File: config.mk
export PLATFORM = sky130hd
export DESIGN_NAME = ipath_update
export DESIGN_NICKNAME = d
export VERILOG_FILES = /design/src/rtl/ipath_pkg.sv /design/src/rtl/ipath_prob_tables.sv /design/src/rtl/ipath_mode_max.sv /design/src/rtl/ipath_node_store.sv /design/src/rtl/ipath_update.sv
export SDC_FILE = /design/constraint.sdc
export NUM_CORES = 2
export LEC_CHECK = 0
export CAP_MARGIN = 20
export CORE_MARGIN = 2
export CORE_UTILIZATION = 40
export CTS_BUF_LIST = sky130_fd_sc_hd__clkbuf_8
export DETAILED_ROUTE_END_ITERATION = 8
export DONT_BUFFER_PORTS = 1
export SLEW_MARGIN = 40
export SYNTH_ARGS = -nofsm -noshare
export SYNTH_HDL_FRONTEND = slang
export SYNTH_SLANG_ARGS = --single-unit
File: constraint.sdc
create_clock -name clk -period 28.9 [get_ports clk]
set_input_delay 2.89 -clock clk [delete_from_list [all_inputs] [get_ports clk]]
set_output_delay 2.89 -clock clk [all_outputs]
set_load 0.05 [all_outputs]
File: src/rtl/ipath_pkg.sv
package ipath_pkg;
   localparam int NMODE = 3;
   localparam int PW    = 8;
   localparam int CW    = 16;

   typedef logic [CW-1:0] prob16_t;

   typedef enum logic [1:0] {
      TBL_START  = 2'd0,
      TBL_FIRST  = 2'd1,
      TBL_SECOND = 2'd2
   } tbl_order_e;

   // fraction x 8-bit entry, upper 16 bits kept
   function automatic prob16_t scale8(prob16_t a, logic [PW-1:0] b);
      logic [CW+PW-1:0] p;
      p = a * b;
      return p[CW+PW-1:PW];
   endfunction

   // fraction x fraction, upper 16 bits kept
   function automatic prob16_t scale16(prob16_t a, prob16_t b);
      logic [2*CW-1:0] p;
      p = a * b;
      return p[2*CW-1:CW];
   endfunction
endpackage

File: src/rtl/ipath_prob_tables.sv
module ipath_prob_tables
   import ipath_pkg::*;
#(
   parameter int SW = 2
)(
   input  logic                        clk,
   input  logic                        we,
   input  logic [1:0]                  wr_mode,
   input  logic [1:0]                  wr_order,
   input  logic [3*SW-1:0]             wr_idx,
   input  logic [PW-1:0]               wr_data,
   input  logic [SW-1:0]               st_cur,
   input  logic [SW-1:0]               st_m1,
   input  logic [SW-1:0]               st_m2,
   output logic [NMODE-1:0][PW-1:0]    p_start,
   output logic [NMODE-1:0][PW-1:0]    p_first,
   output logic [NMODE-1:0][PW-1:0]    p_second
);
   localparam int N0 = 2**SW;
   localparam int N1 = 2**(2*SW);
   localparam int N2 = 2**(3*SW);

   if (SW < 1 || SW > 3) begin : g_bad_sw
      $error("ipath_prob_tables: SW out of range");
   end

   for (genvar k = 0; k < NMODE; k++) begin : g_mode
      logic [PW-1:0] t0 [N0];
      logic [PW-1:0] t1 [N1];
      logic [PW-1:0] t2 [N2];

      always_ff @(posedge clk) begin
         if (we && wr_mode == 2'(k)) begin
            case (tbl_order_e'(wr_order))
               TBL_START:  t0[wr_idx[SW-1:0]]   <= wr_data;
               TBL_FIRST:  t1[wr_idx[2*SW-1:0]] <= wr_data;
               TBL_SECOND: t2[wr_idx]           <= wr_data;
               default: ;
            endcase
         end
      end

      assign p_start[k]  = t0[st_cur];
      assign p_first[k]  = t1[{st_m1, st_cur}];
      assign p_second[k] = t2[{st_m2, st_m1, st_cur}];
   end
endmodule

File: src/rtl/ipath_mode_max.sv
module ipath_mode_max
   import ipath_pkg::*;
(
   input  logic [NMODE-1:0][CW-1:0] lik,
   output prob16_t                  best,
   output logic [1:0]               idx
);
   // strict greater-than keeps the lower mode code on a tie
   always_comb begin
      best = lik[0];
      idx  = 2'd0;
      for (int k = 1; k < NMODE; k++) begin
         if (lik[k] > best) begin
            best = lik[k];
            idx  = 2'(k);
         end
      end
   end
endmodule

File: src/rtl/ipath_node_store.sv
module ipath_node_store #(
   parameter int W     = 8,
   parameter int DEPTH = 8
)(
   input  logic                           clk,
   input  logic                           rst_n,
   input  logic                           push,
   input  logic                           pop,
   input  logic [W-1:0]                   wdata,
   output logic [W-1:0]                   rdata,
   output logic [$clog2(DEPTH+1)-1:0]     count
);
   localparam int AW   = $clog2(DEPTH);
   localparam int CNTW = $clog2(DEPTH+1);
   localparam logic [AW-1:0]   LAST  = AW'(DEPTH-1);
   localparam logic [CNTW-1:0] FULLC = CNTW'(DEPTH);

   if (DEPTH < 2) begin : g_bad_depth
      $error("ipath_node_store: DEPTH must be at least 2");
   end

   logic [W-1:0]  mem [DEPTH];
   logic [AW-1:0] rd_ptr, wr_ptr;

   assign rdata = mem[rd_ptr];

   always_ff @(posedge clk) begin
      if (!rst_n) begin
         rd_ptr <= '0;
         wr_ptr <= '0;
         count  <= '0;
      end else begin
         if (push) begin
            mem[wr_ptr] <= wdata;
            wr_ptr      <= (wr_ptr == LAST) ? '0 : wr_ptr + 1'b1;
         end
         if (pop) rd_ptr <= (rd_ptr == LAST) ? '0 : rd_ptr + 1'b1;
         count <= count + CNTW'(push) - CNTW'(pop);
      end
   end

   a_r10_no_overflow: assert property (@(posedge clk) disable iff (!rst_n)
      push && !pop |-> count < FULLC);
   a_r10_no_underflow: assert property (@(posedge clk) disable iff (!rst_n)
      pop |-> count != '0);
endmodule

File: src/rtl/ipath_update.sv
module ipath_update
   import ipath_pkg::*;
#(
   parameter int SW    = 2,
   parameter int TW    = 8,
   parameter int DEPTH = 8,
   parameter int TMAX  = 60
)(
   input  logic                          clk,
   input  logic                          rst_n,
   input  logic                          seg_valid,
   input  logic [SW-1:0]                 seg_state,
   input  logic [TW-1:0]                 seg_dur,
   input  logic                          tbl_we,
   input  logic [1:0]                    tbl_mode,
   input  logic [1:0]                    tbl_order,
   input  logic [3*SW-1:0]               tbl_idx,
   input  logic [PW-1:0]                 tbl_data,
   output logic                          busy,
   output logic                          seg_err,
   output logic                          done,
   output logic [CW-1:0]                 best_cost,
   output logic [1:0]                    best_mode,
   output logic [$clog2(DEPTH+2)-1:0]    best_len
);
   localparam int LW   = $clog2(DEPTH+2);
   localparam int CNTW = $clog2(DEPTH+1);
   localparam logic [TW:0]     TMAX_V = (TW+1)'(TMAX);
   localparam logic [CNTW-1:0] FULL_V = CNTW'(DEPTH);
   localparam logic [LW-1:0]   ONE_L  = LW'(1);

   if (TMAX < 1 || TMAX >= 2**TW) begin : g_bad_tmax
      $error("ipath_update: TMAX must fit in TW bits");
   end

   typedef struct packed {
      logic [LW-1:0]               nseg;
      prob16_t                     cost;
      logic [NMODE-1:0][CW-1:0]    part;
      logic [TW-1:0]               acc;
   } node_t;
   localparam int EW = $bits(node_t);

   typedef enum logic [1:0] {ST_IDLE, ST_SCAN, ST_FIN} ctl_e;

   ctl_e                       st;
   logic [SW-1:0]              ev_state, hist1, hist2;
   logic [TW-1:0]              ev_dur;
   prob16_t                    pend_cost, run_cost;
   logic                       run_v;
   logic [1:0]                 run_mode;
   logic [LW-1:0]              run_len;
   logic [CNTW-1:0]            left, fill;
   logic [EW-1:0]              rd_flat, wr_flat;
   node_t                      head, upd_node, new_node;
   logic                       st_push, st_pop;
   logic [NMODE-1:0][PW-1:0]   p_start, p_first, p_second;
   logic [NMODE-1:0][CW-1:0]   ext_part, init_part;
   prob16_t                    scan_lik, fin_lik, scan_cand, fin_cand;
   logic [1:0]                 scan_mode, fin_mode;
   logic [TW:0]                acc_sum;
   logic                       keep, scan_take, fin_take;

   ipath_prob_tables #(.SW(SW)) u_tables (
      .clk(clk), .we(tbl_we), .wr_mode(tbl_mode), .wr_order(tbl_order),
      .wr_idx(tbl_idx), .wr_data(tbl_data),
      .st_cur(ev_state), .st_m1(hist1), .st_m2(hist2),
      .p_start(p_start), .p_first(p_first), .p_second(p_second));

   ipath_node_store #(.W(EW), .DEPTH(DEPTH)) u_store (
      .clk(clk), .rst_n(rst_n), .push(st_push), .pop(st_pop),
      .wdata(wr_flat), .rdata(rd_flat), .count(fill));

   assign head = node_t'(rd_flat);

   // first-order entry for one-segment intervals, second-order beyond
   for (genvar k = 0; k < NMODE; k++) begin : g_lik
      assign ext_part[k]  = scale8(head.part[k],
                                   (head.nseg == ONE_L) ? p_first[k] : p_second[k]);
      assign init_part[k] = {p_start[k], {(CW-PW){1'b0}}};
   end

   ipath_mode_max u_scan_max (.lik(ext_part),  .best(scan_lik), .idx(scan_mode));
   ipath_mode_max u_fin_max  (.lik(init_part), .best(fin_lik),  .idx(fin_mode));

   always_comb begin
      acc_sum   = {1'b0, head.acc} + {1'b0, ev_dur};
      keep      = acc_sum <= TMAX_V;
      scan_cand = scale16(head.cost, scan_lik);
      fin_cand  = scale16(pend_cost, fin_lik);
      scan_take = keep && (!run_v || scan_cand > run_cost);
      fin_take  = !run_v || fin_cand > run_cost;
      upd_node  = '{nseg: head.nseg + ONE_L, cost: head.cost, part: ext_part,
                    acc: acc_sum[TW-1:0]};
      new_node  = '{nseg: ONE_L, cost: pend_cost, part: init_part, acc: ev_dur};
      st_pop    = (st == ST_SCAN) || (st == ST_FIN && fill == FULL_V);
      st_push   = (st == ST_SCAN && keep) || (st == ST_FIN);
      wr_flat   = (st == ST_FIN) ? new_node : upd_node;
      busy      = (st != ST_IDLE);
   end

   always_ff @(posedge clk) begin
      if (!rst_n) begin
         st        <= ST_IDLE;
         ev_state  <= '0;
         ev_dur    <= '0;
         hist1     <= '0;
         hist2     <= '0;
         pend_cost <= '1;
         run_v     <= 1'b0;
         run_cost  <= '0;
         run_mode  <= '0;
         run_len   <= '0;
         left      <= '0;
         seg_err   <= 1'b0;
         done      <= 1'b0;
         best_cost <= '0;
         best_mode <= '0;
         best_len  <= '0;
      end else begin
         done    <= 1'b0;
         seg_err <= seg_valid && (st != ST_IDLE);
         case (st)
            ST_IDLE: if (seg_valid) begin
               ev_state <= seg_state;
               ev_dur   <= seg_dur;
               run_v    <= 1'b0;
               left     <= fill;
               st       <= (fill == '0) ? ST_FIN : ST_SCAN;
            end
            ST_SCAN: begin
               if (scan_take) begin
                  run_v    <= 1'b1;
                  run_cost <= scan_cand;
                  run_mode <= scan_mode;
                  run_len  <= head.nseg + ONE_L;
               end
               left <= left - 1'b1;
               if (left == CNTW'(1)) st <= ST_FIN;
            end
            ST_FIN: begin
               best_cost <= fin_take ? fin_cand : run_cost;
               best_mode <= fin_take ? fin_mode : run_mode;
               best_len  <= fin_take ? ONE_L    : run_len;
               pend_cost <= fin_take ? fin_cand : run_cost;
               hist2     <= hist1;
               hist1     <= ev_state;
               done      <= 1'b1;
               st        <= ST_IDLE;
            end
            default: st <= ST_IDLE;
         endcase
      end
   end

   a_r12_reject_flag: assert property (@(posedge clk) disable iff (!rst_n)
      seg_valid && busy |=> seg_err);
   a_r12_no_flag_idle: assert property (@(posedge clk) disable iff (!rst_n)
      seg_valid && !busy |=> !seg_err);
   a_r11_busy_cause: assert property (@(posedge clk) disable iff (!rst_n)
      $rose(busy) |-> $past(seg_valid));
   a_r13_done_single: assert property (@(posedge clk) disable iff (!rst_n)
      done |=> !done);
   a_r13_done_at_end: assert property (@(posedge clk) disable iff (!rst_n)
      done |-> !busy && $past(busy));
   a_r8_len_range: assert property (@(posedge clk) disable iff (!rst_n)
      done |-> best_len != '0 && best_len <= LW'(DEPTH+1));
   a_r6_mode_legal: assert property (@(posedge clk) disable iff (!rst_n)
      done |-> best_mode != 2'd3);
endmodule

# Word-level counts from Yosys, hierarchy flattened
# Memory sizes are Yosys's and may differ from the RTL's. A register that Yosys moved wholly into a read port is not among the register bits.
# Cells that the tools add are included.
# W data, S select, Z words.
[op_classes]
multipliers = 5
n_reduce_logical = 23
add_sub_neg = 7
n_mux = 59
n_eq_ne = 14
n_lt_le_gt_ge = 7
[ops]
columns = ["op", "n"]
rows = [
  ["$gt A16 B16 Y1", 6],
  ["$mux W16", 5],
  ["$mux W76", 1],
  ["$mul A16 B8 Y24", 3],
  ["$mul A16 B16 Y32", 2],
  ["$mux W1", 29],
  ["$mux W2", 12],
  ["$mux W8", 3],
  ["$mux W3", 4],
  ["$add A8 B8 Y9", 1],
  ["$le A9 B6 Y1 const B", 1],
  ["$eq A4 B1 Y1 const B", 2],
  ["$mux W4", 2],
  ["$pmux W4 S2", 1],
  ["$reduce_and A2 Y1", 4],
  ["$logic_and A1 B1 Y1", 7],
  ["$add A3 B1 Y3 const B", 2],
  ["$eq A2 B1 Y1 const B", 3],
  ["$eq A2 B2 Y1 const B", 3],
  ["$eq A3 B3 Y1 const B", 2],
  ["$logic_not A2 Y1", 3],
  ["$add A4 B1 Y4", 1],
  ["$add A4 B1 Y4 const B", 1],
  ["$eq A4 B4 Y1 const B", 1],
  ["11 further kinds", 16],
]
[word_totals]
out_inout_bits = 25
ramBits = 2624
wordCells = 144
mem_count = 10
ff_bits = 93
input_bits = 32
[memory_table]
columns = ["memory", "depth", "word_bits", "rd", "rd_clocked_by_memory_dff", "write_ports", "line_no", "source"]
rows = [
  ["u_store.mem", 8, 76, 1, 1, 1, "ipath_node_store.sv:22", "logic [W-1:0] mem [DEPTH];"],
  ["u_tables.g_mode[0].t2", 64, 8, 1, 0, 1, "ipath_prob_tables.sv:30", "logic [PW-1:0] t2 [N2];"],
  ["u_tables.g_mode[1].t2", 64, 8, 1, 0, 1, "ipath_prob_tables.sv:30", ""],
  ["u_tables.g_mode[2].t2", 64, 8, 1, 0, 1, "ipath_prob_tables.sv:30", ""],
  ["u_tables.g_mode[0].t1", 16, 8, 1, 0, 1, "ipath_prob_tables.sv:29", "logic [PW-1:0] t1 [N1];"],
  ["u_tables.g_mode[1].t1", 16, 8, 1, 0, 1, "ipath_prob_tables.sv:29", ""],
  ["+4 memories", "-", "-", "-", "-", "-", "-", ""],
]

# Logic depth before layout (Yosys ltp)
[logic_depth]
depth_word = 13
mapped_depth = 108
mapped_depth_nobuf = 99

# By module
# A second synthesis with hierarchy kept.
[unflattened]
hier_cells = 8791
area_unflattened_um2 = 136843.7
[modules_own_cells]
columns = ["mod", "seq_area_each_um2", "cells_per_inst", "n_inst", "area_each_um2"]
rows = [
  ["ipath_prob_tables", 60538.1, 3582, 1, 77775.8],
  ["ipath_update", 1661.6, 3810, 1, 32537.5],
  ["ipath_node_store", 18517.8, 947, 1, 23412.5],
  ["ipath_mode_max", 0.0, 226, 2, 1559.0],
]

# Worst setup path after synthesis
# OpenSTA, ideal clock, no wires.
[synth_path]
kind = "reg2reg"
start = "reg ev_state[0]"
end = "reg run_cost[6]"
path_slack_ps = 7319
setup_time_ps = 71
synth_period_minus_slack_ps = 21581
path_buffers = 15
arrival_ps = 21511
required_ps = 28829
stages_incl_launch_ff = 105
cell_sequence = "dfxtp_1 buf_2 buf_6 buf_6 buf_4 buf_2 clkbuf_1 clkbuf_1 buf_1 buf_1 mux4_2 mux4_2 mux2_2 clkbuf_1 inv_1 nor2_1 fa_1 inv_1 [... 69 more ...] a2111oi_1 o41ai_1 and2_1 ha_1 nor2b_1 o21ai_0 nand2b_1 a21oi_1 nor2b_1 o21ai_0 nand2b_1 a221oi_1 o21ai_0 nand2_1 clkbuf_1 clkbuf_1 nand2_1 a21oi_1"
[synth_between]
elab_chain_len = 12
word_cells_on_any_way = 21
classes_between = "4 x mul; 3 x order compare; 5 x mux; 3 x reduce/logical; 6 x memory"
[synth_rtl]
columns = ["element", "line_no", "source"]
rows = [
  ["from (decl)", "ipath_update.sv:47", "logic [SW-1:0] ev_state, hist1, hist2;"],
  ["from (signal assigned)", "ipath_update.sv:125", "ev_state <= seg_state;"],
  ["$mem_v2 Z64 W8 or $mem_v2 Z16 W8 (tied branches)", "-", ""],
  ["$mux W8", "ipath_update.sv:79", "(head.nseg == ONE_L) ? p_first[k] : p_second[k]);"],
  ["$mul A16 B8 Y24", "ipath_pkg.sv:17", "p = a * b;"],
  ["$gt A16 B16 Y1", "ipath_mode_max.sv:13", "if (lik[k] > best) begin"],
  ["$mux W16", "ipath_mode_max.sv:13", ""],
  ["$gt A16 B16 Y1", "ipath_mode_max.sv:13", ""],
  ["$mux W16 (*)", "ipath_mode_max.sv:13", ""],
  ["$mul A16 B16 Y32 (*)", "ipath_pkg.sv:24", "p = a * b;"],
  ["via scan_cand[10]", "ipath_update.sv:59", "prob16_t scan_lik, fin_lik, scan_cand, fin_cand;"],
  ["$gt A16 B16 Y1 (*)", "ipath_update.sv:91", "scan_take = keep && (!run_v || scan_cand > run_cost);"],
  ["$logic_or A1 B1 Y1 (*)", "ipath_update.sv:91", ""],
  ["$logic_and A1 B1 Y1 (*)", "ipath_update.sv:91", ""],
  ["$reduce_and A2 Y1 (no line) (*)", "-", ""],
  ["to (signal assigned)", "ipath_update.sv:134", "run_cost <= scan_cand;"],
  ["to (decl)", "ipath_update.sv:49", "prob16_t pend_cost, run_cost;"],
]
# Mark *: on every way through the listed nets, which the timed path passes. The rest lies on a longest branch.
# A chain may end at the register's enable or synchronous reset.

# Final worst setup path
[layout_path]
start = "reg ev_state[1]"
end = "reg run_cost[12]"
# The elaborated chain is that of the path after synthesis.

==> impl_metrics.env <==
export IMPL_fill_cells=28600
export IMPL_synthArstFlopShare_pct=0
export IMPL_crit_arrival_ns=24.18
export IMPL_finalCritPeriodShare_pct=80.3
export IMPL_grtUsageTotal_pct=20.4
export IMPL_cp_endpoint="run_cost[12]"
export IMPL_wl_per_cell_um=26.3
export IMPL_min_from="run_mode[1]"
export IMPL_wl_met1_um=142000
export IMPL_max_slew_margin_pct=38.8
export IMPL_grt_pass1_wl_um=503000
export IMPL_area_delta_synth_final_pct=10.8
export IMPL_path_max_fanout=46
export IMPL_place_hpwl_um=223000
export IMPL_cts_resized=0
export IMPL_synth_seq_cells=2722
export IMPL_clockBufferDepth=4
export IMPL_io_buffers=0
export IMPL_syn_avg_cell_area_um2=16.4
export IMPL_fin_nets=9171
export IMPL_max_cap_violations=0
export IMPL_worst_pin_slew_ns=0.892
export IMPL_highest_layer="met4"
export IMPL_finalSetupTns_ns=0
export IMPL_grt_pass1_vias=74200
export IMPL_die_w_um=577
export IMPL_syn_area_um2=131000
export IMPL_clkTransAtPathRegs_ns=0.07
export IMPL_cts_tree="built"
export IMPL_startpoint_type="register"
export IMPL_grt_ovfl_total=0
export IMPL_finalSetupViolCount=0
export IMPL_num_vias=71100
export IMPL_drt_wl_total_um=340000
export IMPL_yosys_warnings=0
export IMPL_cts_sinks=2722
export IMPL_cpPeakStageDelay_ns=0.78
export IMPL_postCtsHoldBufs=0
export IMPL_rows=210
export IMPL_crit_path_end_kind="register"
export IMPL_synth_nets=8953
export IMPL_drc=0
export IMPL_synth_edf_count=2624
export IMPL_layout_drive_gt1_share_pct=21.2
export IMPL_cp_startpoint="ev_state[1]"
export IMPL_fin_ws_ns=5.71
export IMPL_wl_met2_um=165000
export IMPL_wl_met3_um=21400
export IMPL_slew_viol_final=0
export IMPL_cts_setup_buffers=0
export IMPL_outcome="finished, final reports clean"
export IMPL_critical_path_class="register to register"
export IMPL_critPathMostFrequentCell="fa_1"
export IMPL_vias_per_cell=5.51
export IMPL_hold_violations=0
export IMPL_pre_cts_ws_ns=5.88
export IMPL_fin_skew_ns=0.146
export IMPL_timing_rr_start="ev_state[1]"
export IMPL_cp_required_ns=29.88
export IMPL_htreeDepth=5
export IMPL_antenna_found_initial=6
export IMPL_hp_class="register to register"
export IMPL_numCtsBuffers=426
export IMPL_slowest_stage="o311ai_0"
export IMPL_core_area_um2=327000
export IMPL_rr_endpoint="run_cost[12]"
export IMPL_synth_cell_types=90
export IMPL_initial_core_util_pct=40.2
export IMPL_grt_max_degree=253
export IMPL_cts_root_buf="clkbuf_8"
export IMPL_min_period_ns=23.19
export IMPL_first_iter_violations=6967
export IMPL_fp_dieH_um=577
export IMPL_io_pins=57
export IMPL_r2r_slack_ns=5.71
export IMPL_r2r_cells=90
export IMPL_clock_latency_ns=1.13
export IMPL_dr_pass1_iters=6
export IMPL_dieArea_um2=333000
export IMPL_synth_seq_area_share_pct=61.5
export IMPL_gp_congestion=0.879
export IMPL_fmax_mhz=43.1
export IMPL_ant_nets=0
export IMPL_synth_cells=7985
export IMPL_yosys_most_used_dff="edfxtp_1"
export IMPL_rsz0062_at_grt="no"
-- worst min path at each step --
stage	to	slack, ns	cells after the start
6_report	run_mode[1]	0.47	2
5_1_grt	run_mode[1]	0.49	2
4_1_cts	run_mode[1]	0.47	2
3_5_place_dp	run_mode[1]	0.47	2
3_3_place_gp	run_len[3]	0.45	2
2_1_floorplan	run_len[2]	0.44	2
-- sequential cells by signal, summed over array words and instances, names as in the netlist, named ones only --
name                flops
u_store.count           4
best_cost              16
hist1                   2
st                      2
pend_cost              16
seg_err                 1
u_store.rd_ptr          3
u_store.wr_ptr          3
best_mode               2
run_v                   1
done                    1
best_len                4
run_len                 4
u_tables.g_mode.t2   1536
left                    4
hist2                   2
u_tables.g_mode.t1    384
run_cost               16
u_store.mem           608
ev_state                2
run_mode                2
ev_dur                  8
u_tables.g_mode.t0     96
-- cell usage in the layout, fill, tap and decap left out, types with 21 or more instances in the layout --
master and n:
inv_1 834, nor3_1 26, clkbuf_8 441, a22oi_1 21, nand4_1 35, dfxtp_1 88, nand2_1 528, nor2b_1 57
a21o_1 56, o21ai_0 83, nor2_1 507, clkinv_2 50, buf_4 114, xor2_1 40, nor2_2 197, clkinv_1 115
xnor2_1 47, or2_2 40, mux4_2 756, nand3_1 42, a21oi_1 188, and2_1 117, nand2b_1 77, edfxtp_1 2624
mux2_2 54, mux2i_1 126, ha_1 409, fa_1 527
-- logic make-up (layout without fill, tap and decap cells) --
logic type | count (synthesis) | after routing | share of synthesized area [%]
flip-flops | 2722 | 2722 | 61.5
AND/OR/NAND/NOR | 1708 | 1708 | 5.79
AO/OA/AOI/OAI | 505 | 505 | 2.43
buffers and inverters | 1065 | 1629 | 3.15
XOR/XNOR | 90 | 90 | 0.617
other | 0 | 5 | 0
multiplexers | 958 | 958 | 14.6
adder cells (fa/ha/maj) | 937 | 937 | 11.9
-- final cells by class --
cell class	count	area [µm²]	area share, %
Antenna cell	5	12.5	0.00861
Clock buffer	440	6060	4.16
Clock inverter	334	1970	1.36
Inverter	716	2690	1.85
Multi-Input combinational cell	4198	47200	32.5
Sequential cell	2722	80800	55.6
Tap cell	4346	5440	3.74
Timing Repair Buffer	139	1250	0.861
-- worst max-delay path, delay by kind of cell (launching register included) --
family | cells | cell delay [ns]
adder cells (fa/ha/maj) | 16 | 6.92
AO/OA/AOI/OAI | 30 | 6.48
AND/OR/NAND/NOR | 26 | 3.71
buffers and inverters | 12 | 2.60
multiplexers | 5 | 2.24
flip-flops | 1 | 0.58
XOR/XNOR | 1 | 0.47
-- cells in the mapped netlist (54+ instances only) --
cell,n,area [µm²]
edfxtp_1,2624,78800
nand2b_1,78,488
a21o_1,56,420
a21oi_1,193,966
nor2_1,710,2670
mux4_2,756,17000
o21ai_0,96,480
mux2i_1,145,1450
nor2b_1,60,375
mux2_2,54,608
ha_1,409,5120
nand2_1,528,1980
inv_1,714,2680
clkbuf_1,223,837
buf_1,76,285
and2_1,117,732
dfxtp_1,98,1960
fa_1,527,10600
-- through the flow --
stage / cell area [µm²] / hold slack [ns] / util [%] / cells
4_1_cts: 145000 / 0.473 / 44.4 / 12900
3_3_place_gp: 137000 / 0.448 / 41.8 / 12100
2_1_floorplan: 131000 / 0.437 / - / 7985
6_report: 145000 / 0.472 / 44.5 / 12900
5_1_grt: 145000 / 0.494 / 44.5 / 12900
3_5_place_dp: 137000 / 0.466 / 41.9 / 12100
-- routing by layer --
| metal | track usage [%] | vias up |
|---|---|---|
| met5 | 0 | - |
| met4 | 6.93 | 0 |
| met3 | 3.14 | 587 |
| met2 | 33.6 | 2554 |
| met1 | 27.8 | 37700 |
| li1 | - | 30200 |
Power is left out: the tool's default activity adds up to more than one toggle a clock period on the data nets, which glitch-free logic cannot reach.
